==> config.mk <==
export PLATFORM = sky130hd
export DESIGN_NAME = spi_padmux
export DESIGN_NICKNAME = d
export VERILOG_FILES = /design/src/rtl/padmux_pkg.sv /design/src/rtl/padmux_sync.sv /design/src/rtl/padmux_drv.sv /design/src/rtl/padmux_regs.sv /design/src/rtl/spi_padmux.sv
export SDC_FILE = /design/constraint.sdc
export NUM_CORES = 1
export LEC_CHECK = 0
export CAP_MARGIN = 20
export CORE_MARGIN = 2
export CORE_UTILIZATION = 40
export DETAILED_ROUTE_END_ITERATION = 7
export PLACE_DENSITY_LB_ADDON = 0.12
export SYNTH_ARGS = -nofsm -noshare
export SYNTH_HDL_FRONTEND = slang
export SYNTH_HIERARCHICAL = 1
export SYNTH_SLANG_ARGS = --single-unit
==> constraint.sdc <==
create_clock -name clk -period 1.8 [get_ports clk]
set_input_delay 0.45 -clock clk [delete_from_list [all_inputs] [get_ports clk]]
set_output_delay 0.45 -clock clk [all_outputs]
set_load 0.01 [all_outputs]
==> src/rtl/padmux_pkg.sv <==
package padmux_pkg;
   // configuration register layout, MSB first (bit 7 .. bit 0)
   typedef struct packed {
      logic irq_od;
      logic irq_hi;
      logic miso_od;
      logic xout_od;
      logic pactl_od;
      logic pactl_gp;
      logic three_wire;
      logic irq_gp;
   } cfg_t;

   localparam int NPAD      = 4;
   // pad index == bit position in the GPIO register nibbles
   localparam int PAD_IRQ   = 0;
   localparam int PAD_PACTL = 1;
   localparam int PAD_MISO  = 2;
   localparam int PAD_XOUT  = 3;
endpackage

==> src/rtl/padmux_sync.sv <==
module padmux_sync #(
   parameter int W      = 4,
   parameter int STAGES = 2
) (
   input  logic         clk,
   input  logic         rst_n,
   input  logic [W-1:0] din,
   output logic [W-1:0] dout
);
   generate
      if (STAGES < 2) begin : g_bad_stages
         $error("padmux_sync: STAGES must be at least 2");
      end
   endgenerate

   logic [STAGES-1:0][W-1:0] chain;

   always_ff @(posedge clk or negedge rst_n) begin
      if (!rst_n) chain <= '0;
      else        chain <= {chain[STAGES-2:0], din};
   end

   assign dout = chain[STAGES-1];
endmodule

==> src/rtl/padmux_drv.sv <==
module padmux_drv (
   input  logic use_fn,
   input  logic fn_val,
   input  logic fn_en,
   input  logic gp_val,
   input  logic od,
   output logic o,
   output logic oe
);
   logic val;
   logic en;

   always_comb begin
      val = use_fn ? fn_val : gp_val;
      en  = use_fn ? fn_en  : 1'b1;
      if (od) begin
         o  = 1'b0;
         oe = en & ~val;
      end else begin
         o  = val;
         oe = en;
      end
   end
endmodule

==> src/rtl/padmux_regs.sv <==
module padmux_regs
   import padmux_pkg::*;
#(
   parameter int          ADDR_W    = 8,
   parameter int          DATA_W    = 8,
   parameter int          N         = NPAD,
   parameter logic [7:0]  CFG_ADDR  = 8'h0D,
   parameter logic [7:0]  GPIO_ADDR = 8'h0E
) (
   input  logic              clk,
   input  logic              rst_n,
   input  logic [ADDR_W-1:0] addr,
   input  logic [DATA_W-1:0] wdata,
   input  logic              we,
   input  logic [N-1:0]      pad_sync,
   output cfg_t              cfg,
   output logic [N-1:0]      gpio_out,
   output logic [DATA_W-1:0] rdata
);
   localparam int CFG_W = $bits(cfg_t);

   generate
      if (DATA_W != CFG_W || DATA_W != 2 * N) begin : g_bad_width
         $error("padmux_regs: data width must match the register layout");
      end
      if (CFG_ADDR == GPIO_ADDR) begin : g_bad_addr
         $error("padmux_regs: register addresses must differ");
      end
   endgenerate

   logic hit_cfg;
   logic hit_gpio;
   assign hit_cfg  = (addr == ADDR_W'(CFG_ADDR));
   assign hit_gpio = (addr == ADDR_W'(GPIO_ADDR));

   always_ff @(posedge clk or negedge rst_n) begin
      if (!rst_n) begin
         cfg      <= '0;
         gpio_out <= '0;
      end else if (we) begin
         if (hit_cfg)  cfg      <= cfg_t'(wdata);
         if (hit_gpio) gpio_out <= wdata[DATA_W-1 -: N];
      end
   end

   always_comb begin
      if (hit_cfg)       rdata = DATA_W'(cfg);
      else if (hit_gpio) rdata = {gpio_out, pad_sync};
      else               rdata = '0;
   end

   // a GPIO write keeps exactly the upper nibble
   a_r2_gpio_store: assert property (@(posedge clk) disable iff (!rst_n)
      (we && hit_gpio) |=> (gpio_out == $past(wdata[DATA_W-1 -: N])));
   // writes to other addresses leave the configuration alone
   a_r2_cfg_hold: assert property (@(posedge clk) disable iff (!rst_n)
      (!(we && hit_cfg)) |=> $stable(cfg));
endmodule

==> src/rtl/spi_padmux.sv <==
module spi_padmux
   import padmux_pkg::*;
#(
   parameter int         SYNC_STAGES = 2,
   parameter logic [7:0] CFG_ADDR    = 8'h0D,
   parameter logic [7:0] GPIO_ADDR   = 8'h0E
) (
   input  logic       clk,
   input  logic       rst_n,
   input  logic [7:0] reg_addr,
   input  logic [7:0] reg_wdata,
   input  logic       reg_we,
   output logic [7:0] reg_rdata,
   input  logic       irq_req,
   input  logic       pactl_fn,
   input  logic       spi_sdo,
   input  logic       spi_sdo_oe,
   input  logic       spi_ss_n,
   output logic       spi_sdi,
   output logic       irq_o,
   output logic       irq_oe,
   input  logic       irq_i,
   output logic       miso_o,
   output logic       miso_oe,
   input  logic       miso_i,
   output logic       xout_o,
   output logic       xout_oe,
   input  logic       xout_i,
   output logic       pactl_o,
   output logic       pactl_oe,
   input  logic       pactl_i,
   output logic       mosi_o,
   output logic       mosi_oe,
   input  logic       mosi_i
);
   cfg_t            cfg;
   logic [NPAD-1:0] gpio_out;
   logic [NPAD-1:0] pad_in;
   logic [NPAD-1:0] pad_sync;
   logic [NPAD-1:0] use_fn, fn_val, fn_en, od;
   logic [NPAD-1:0] pad_o, pad_oe;
   logic            irq_level;

   padmux_regs #(
      .ADDR_W(8), .DATA_W(8), .N(NPAD),
      .CFG_ADDR(CFG_ADDR), .GPIO_ADDR(GPIO_ADDR)
   ) u_regs (
      .clk(clk), .rst_n(rst_n), .addr(reg_addr), .wdata(reg_wdata),
      .we(reg_we), .pad_sync(pad_sync), .cfg(cfg), .gpio_out(gpio_out),
      .rdata(reg_rdata)
   );

   assign pad_in[PAD_IRQ]   = irq_i;
   assign pad_in[PAD_PACTL] = pactl_i;
   assign pad_in[PAD_MISO]  = miso_i;
   assign pad_in[PAD_XOUT]  = xout_i;

   padmux_sync #(.W(NPAD), .STAGES(SYNC_STAGES)) u_sync (
      .clk(clk), .rst_n(rst_n), .din(pad_in), .dout(pad_sync)
   );

   assign irq_level = cfg.irq_hi ? irq_req : ~irq_req;

   always_comb begin
      use_fn[PAD_IRQ]   = ~cfg.irq_gp;
      fn_val[PAD_IRQ]   = irq_level;
      fn_en[PAD_IRQ]    = 1'b1;
      od[PAD_IRQ]       = cfg.irq_od;

      use_fn[PAD_PACTL] = ~cfg.pactl_gp;
      fn_val[PAD_PACTL] = pactl_fn;
      fn_en[PAD_PACTL]  = 1'b1;
      od[PAD_PACTL]     = cfg.pactl_od;

      use_fn[PAD_MISO]  = ~cfg.three_wire;
      fn_val[PAD_MISO]  = spi_sdo;
      fn_en[PAD_MISO]   = spi_sdo_oe;
      od[PAD_MISO]      = cfg.miso_od;

      use_fn[PAD_XOUT]  = 1'b0;
      fn_val[PAD_XOUT]  = 1'b0;
      fn_en[PAD_XOUT]   = 1'b0;
      od[PAD_XOUT]      = cfg.xout_od;
   end

   generate
      for (genvar p = 0; p < NPAD; p++) begin : g_pad
         padmux_drv u_drv (
            .use_fn(use_fn[p]), .fn_val(fn_val[p]), .fn_en(fn_en[p]),
            .gp_val(gpio_out[p]), .od(od[p]),
            .o(pad_o[p]), .oe(pad_oe[p])
         );
      end
   endgenerate

   assign irq_o    = pad_o[PAD_IRQ];
   assign irq_oe   = pad_oe[PAD_IRQ];
   assign pactl_o  = pad_o[PAD_PACTL];
   assign pactl_oe = pad_oe[PAD_PACTL];
   assign miso_o   = pad_o[PAD_MISO];
   assign miso_oe  = pad_oe[PAD_MISO];
   assign xout_o   = pad_o[PAD_XOUT];
   assign xout_oe  = pad_oe[PAD_XOUT];

   // data-in / shared data pad: core read data first, rerouted interrupt next
   always_comb begin
      if (cfg.three_wire && spi_sdo_oe) begin
         mosi_o  = spi_sdo;
         mosi_oe = 1'b1;
      end else if (cfg.irq_gp && spi_ss_n) begin
         mosi_o  = irq_level;
         mosi_oe = 1'b1;
      end else begin
         mosi_o  = 1'b0;
         mosi_oe = 1'b0;
      end
   end

   assign spi_sdi = mosi_i;

   // a pull-low-only pad never drives a 1
   a_r4_od_low_only: assert property (@(posedge clk) disable iff (!rst_n)
      ((cfg.irq_od && irq_oe) |-> !irq_o) and
      ((cfg.miso_od && miso_oe) |-> !miso_o) and
      ((cfg.xout_od && xout_oe) |-> !xout_o) and
      ((cfg.pactl_od && pactl_oe) |-> !pactl_o));
   // the data-in pad goes quiet while the slave is selected (4-wire)
   a_r5_mosi_quiet_sel: assert property (@(posedge clk) disable iff (!rst_n)
      (!spi_ss_n && !cfg.three_wire) |-> !mosi_oe);
   // 4-wire read-data pad is released when the core disables output
   a_r6_miso_release: assert property (@(posedge clk) disable iff (!rst_n)
      (!cfg.three_wire && !spi_sdo_oe) |-> !miso_oe);
   // shared data pad carries the core read data
   a_r7_sdat_drive: assert property (@(posedge clk) disable iff (!rst_n)
      (cfg.three_wire && spi_sdo_oe) |-> (mosi_oe && (mosi_o == spi_sdo)));
   // clock-out pad always follows its GPIO bit when driving both levels
   a_r9_xout_gpio: assert property (@(posedge clk) disable iff (!rst_n)
      !cfg.xout_od |-> (xout_oe && (xout_o == reg_rdata[7] || reg_addr != GPIO_ADDR)));
endmodule

==> reports/results.tsv <==
metric	value	unit
status	complete, but fails checks	
Row Count	18	
multi-input logic area	556	sq um
max_cap viols	0	
worst slack at placement	-0.928	ns
flop-to-flop setup slack	0.76	ns
RR Endpoint	u_regs/cfg[6]$_DFFE_PN0P_	
Hold Vio Cnt, Final	0	
fin crit period	1.90	ns
Yosys warning count	6	
TritonRoute pass-1 iters	6	
Sink Count	20	
Starting Density	41.8	%
min-delay worst type	reg2reg	
vias per cell	5.04	
CTS tree	done	
post-synth top area share	48.8	%
hpwl dp	1860	um
CTS root buffer	clkbuf_4	
clk buf depth	2	
Seq cells post-synth	20	
total CTS buffers	3	
worst skew pair latency	0.30	ns
final antenna-violating net count	0	
Post-CTS Hold Buffers	0	
Worst setup EP type	output port	
top cells by area, synth	dfrtp_1 49%, mux2_2 13%, a22oi_1 5.9%, buf_4 5.1%, nor2_1 4.4%	
largest net degree at the start of global routing	21	
post-synth top area cell	dfrtp_1	
height of the die	54.6	um
Synth Area per Inst	11.0	sq um
I/O Buffers	45	
I/O Pins	48	
share of layout cells above drive strength 1	49.7	%
max-slew violations	0	
clk slew on worst S/H paths	0.10	ns
setup ws final	-0.100	ns
worst clock skew	0.000396	ns
Power Total	0.00104	W
violated checks	setup timing	
Die ar.	0.00299	sq mm
f_max	526	MHz
WHS Endpoint	u_sync/dout[2]$_DFF_PN0_	
initial antenna violation count	0	
worst path required time	1.35	ns
critical path's top delay family	simple AND/OR/NAND/NOR gates	
1st-iter DRT viols	7	
CP max stage cell	or4_4	
Worst R2R Start	u_regs/cfg[6]$_DFFE_PN0P_	
hold path depth	0	
area taken by flip-flops and latches	500	sq um
Ant. Diodes	0	
Netlist cell types	20	
crit path DAT	1.45	ns
Max stage delay on crit path	0.64	ns
Mapped Area	0.00103	sq mm
crit path max fanout	8	
global route total overflow	0	
P per Cell Area	626	mW/mm^2
Reg2Reg Depth	3	
core area	0.00245	sq mm
Worst Path Buf+Inv	2	
final setup fails	9	
final period utilization	106	%
Post-Synthesis Cells	93	
global-route wire length before repair	3980	um
GPL Wtd Cong	0.720	
min-delay src	u_sync/chain[2]$_DFF_PN0_	
Setup CP Type	in2out	
final layout net count	187	
worst path cell trace	buf_8 -> or4_4 -> nor2_2 -> buf_2	
Die Span X	54.6	um
# DRC	0	
RSZ-0062 raised after global routing	true	
Pleak	0.810	nW
Total GRT Usage	18.9	%
H-tree lvl count	1	
WL/cell	13.7	um
filler instances	199	
vias in the first global route	911	
peak supply drop	0.638	mV
Total Routed Length	2570	um
via count	943	
Area growth syn-to-layout	61.2	%
crit start category	input port	
Seq/Total Area, Yosys	48.8	%
stage by stage:
stage	std cells	utilization [%]	TNS [ns]	hold slack (ns)	cell area, sq um
3_3_place_gp	175	63.0	-13.05	0.333	1550
2_1_floorplan	99	-	0	0.154	1050
4_1_cts	187	68.6	-0.761	0.365	1680
5_1_grt	187	67.4	-0.988	0.368	1650
3_5_place_dp	175	63.0	-13.81	0.338	1550
6_report	187	67.4	-0.702	0.363	1650
cells in the final DEF (no fill, tap or decap), types with 2 or more instances in the layout:
cell / netlist / routed
a21oi_1: 4 / 4
a22oi_2: 0 / 8
a31o_1: 4 / 4
buf_2: 0 / 12
buf_4: 7 / 14
buf_6: 0 / 5
clkbuf_2: 0 / 7
clkbuf_4: 0 / 3
clkdlybuf4s15_1: 0 / 2
clkdlybuf4s50_1: 0 / 15
conb_1: 2 / 8
dfrtp_1: 20 / 20
dlygate4sd2_1: 0 / 5
inv_2: 0 / 2
mux2_2: 12 / 12
mux2i_1: 4 / 4
nand2_1: 7 / 7
nor2_1: 12 / 5
nor2_2: 0 / 6
state kept, by name, summed over array words and instances (netlist names):
name             cells
u_regs/cfg           8
u_regs/gpio_out      4
u_sync/chain         4
u_sync/dout          4
power by group:
part / total [W] / internal (W) / switching, W
registers: 0.000488 / 0.000471 / 0.0000172
logic: 0.000188 / 0.000110 / 0.0000771
clock network: 0.000360 / 0.000225 / 0.000135
cell type report:
| cell class | instances | share of cell area (%) |
|---|---|---|
| clock buffers | 3 | 1.36 |
| clock inverters | 1 | 1.82 |
| inverters | 3 | 0.681 |
| multi-input cells | 68 | 33.6 |
| flip-flops and latches | 20 | 30.3 |
| well taps | 30 | 2.27 |
| repair buffers | 62 | 30.0 |
per-layer routing:
layer / routed length, um / GRT usage, % / vias up
li1: - / - / 449
met1: 1030 / 19.7 / 469
met2: 1400 / 37.5 / 23
met3: 125 / 3.01 / 2
met4: 17 / 6.25 / 0
met5: 0 / 0 / -
synthesized netlist by cell type:
cell type,count
nor2_1,12
conb_1,2
and4b_1,2
a21oi_1,4
and3_1,1
mux2_2,12
buf_4,7
nand3_1,1
xnor2_1,1
a31o_1,4
a41o_1,1
dfrtp_1,20
nand2_1,7
a22oi_1,8
mux2i_1,4
nand3_2,1
or4_1,1
nor4_4,1
inv_1,3
clkbuf_1,1
cells by family (layout without fill, tap and decap cells):
group	count (synthesis)	in the layout	synth area share, %
XOR/XNOR	1	1	0.854
flip-flops	20	20	48.8
other	2	8	0.732
AO/OA/AOI/OAI	17	17	12.2
multiplexers	16	16	17.1
buffers and inverters	11	69	6.58
AND/OR/NAND/NOR	26	26	13.8
what timing repair did:
item                                    4_1_cts  5_1_grt
pin swaps                                    19       12
endpoints found under the hold margin         0        0
buffers inserted                              7        1
endpoints found under the setup margin       18       15
gates cloned                                  1        0
gates resized for setup                     107       17
worst reg2reg max path: cells and delay by family (launching register included):
family	cells	cell delay, ns
flip-flops	1	0.43
buffers and inverters	2	0.26
multiplexers	1	0.25
worst max-delay path by stage:
stage / startpoint / to / depth (start not counted)
floorplan: reg_addr[5] / reg_rdata[0] / 3
global placement: reg_addr[4] / reg_rdata[5] / 5
detailed placement: reg_addr[4] / reg_rdata[4] / 5
CTS: reg_addr[7] / reg_rdata[3] / 5
global route: reg_addr[4] / reg_rdata[6] / 4
finish: reg_addr[4] / reg_rdata[0] / 4
(Power assumes the default switching activity.)
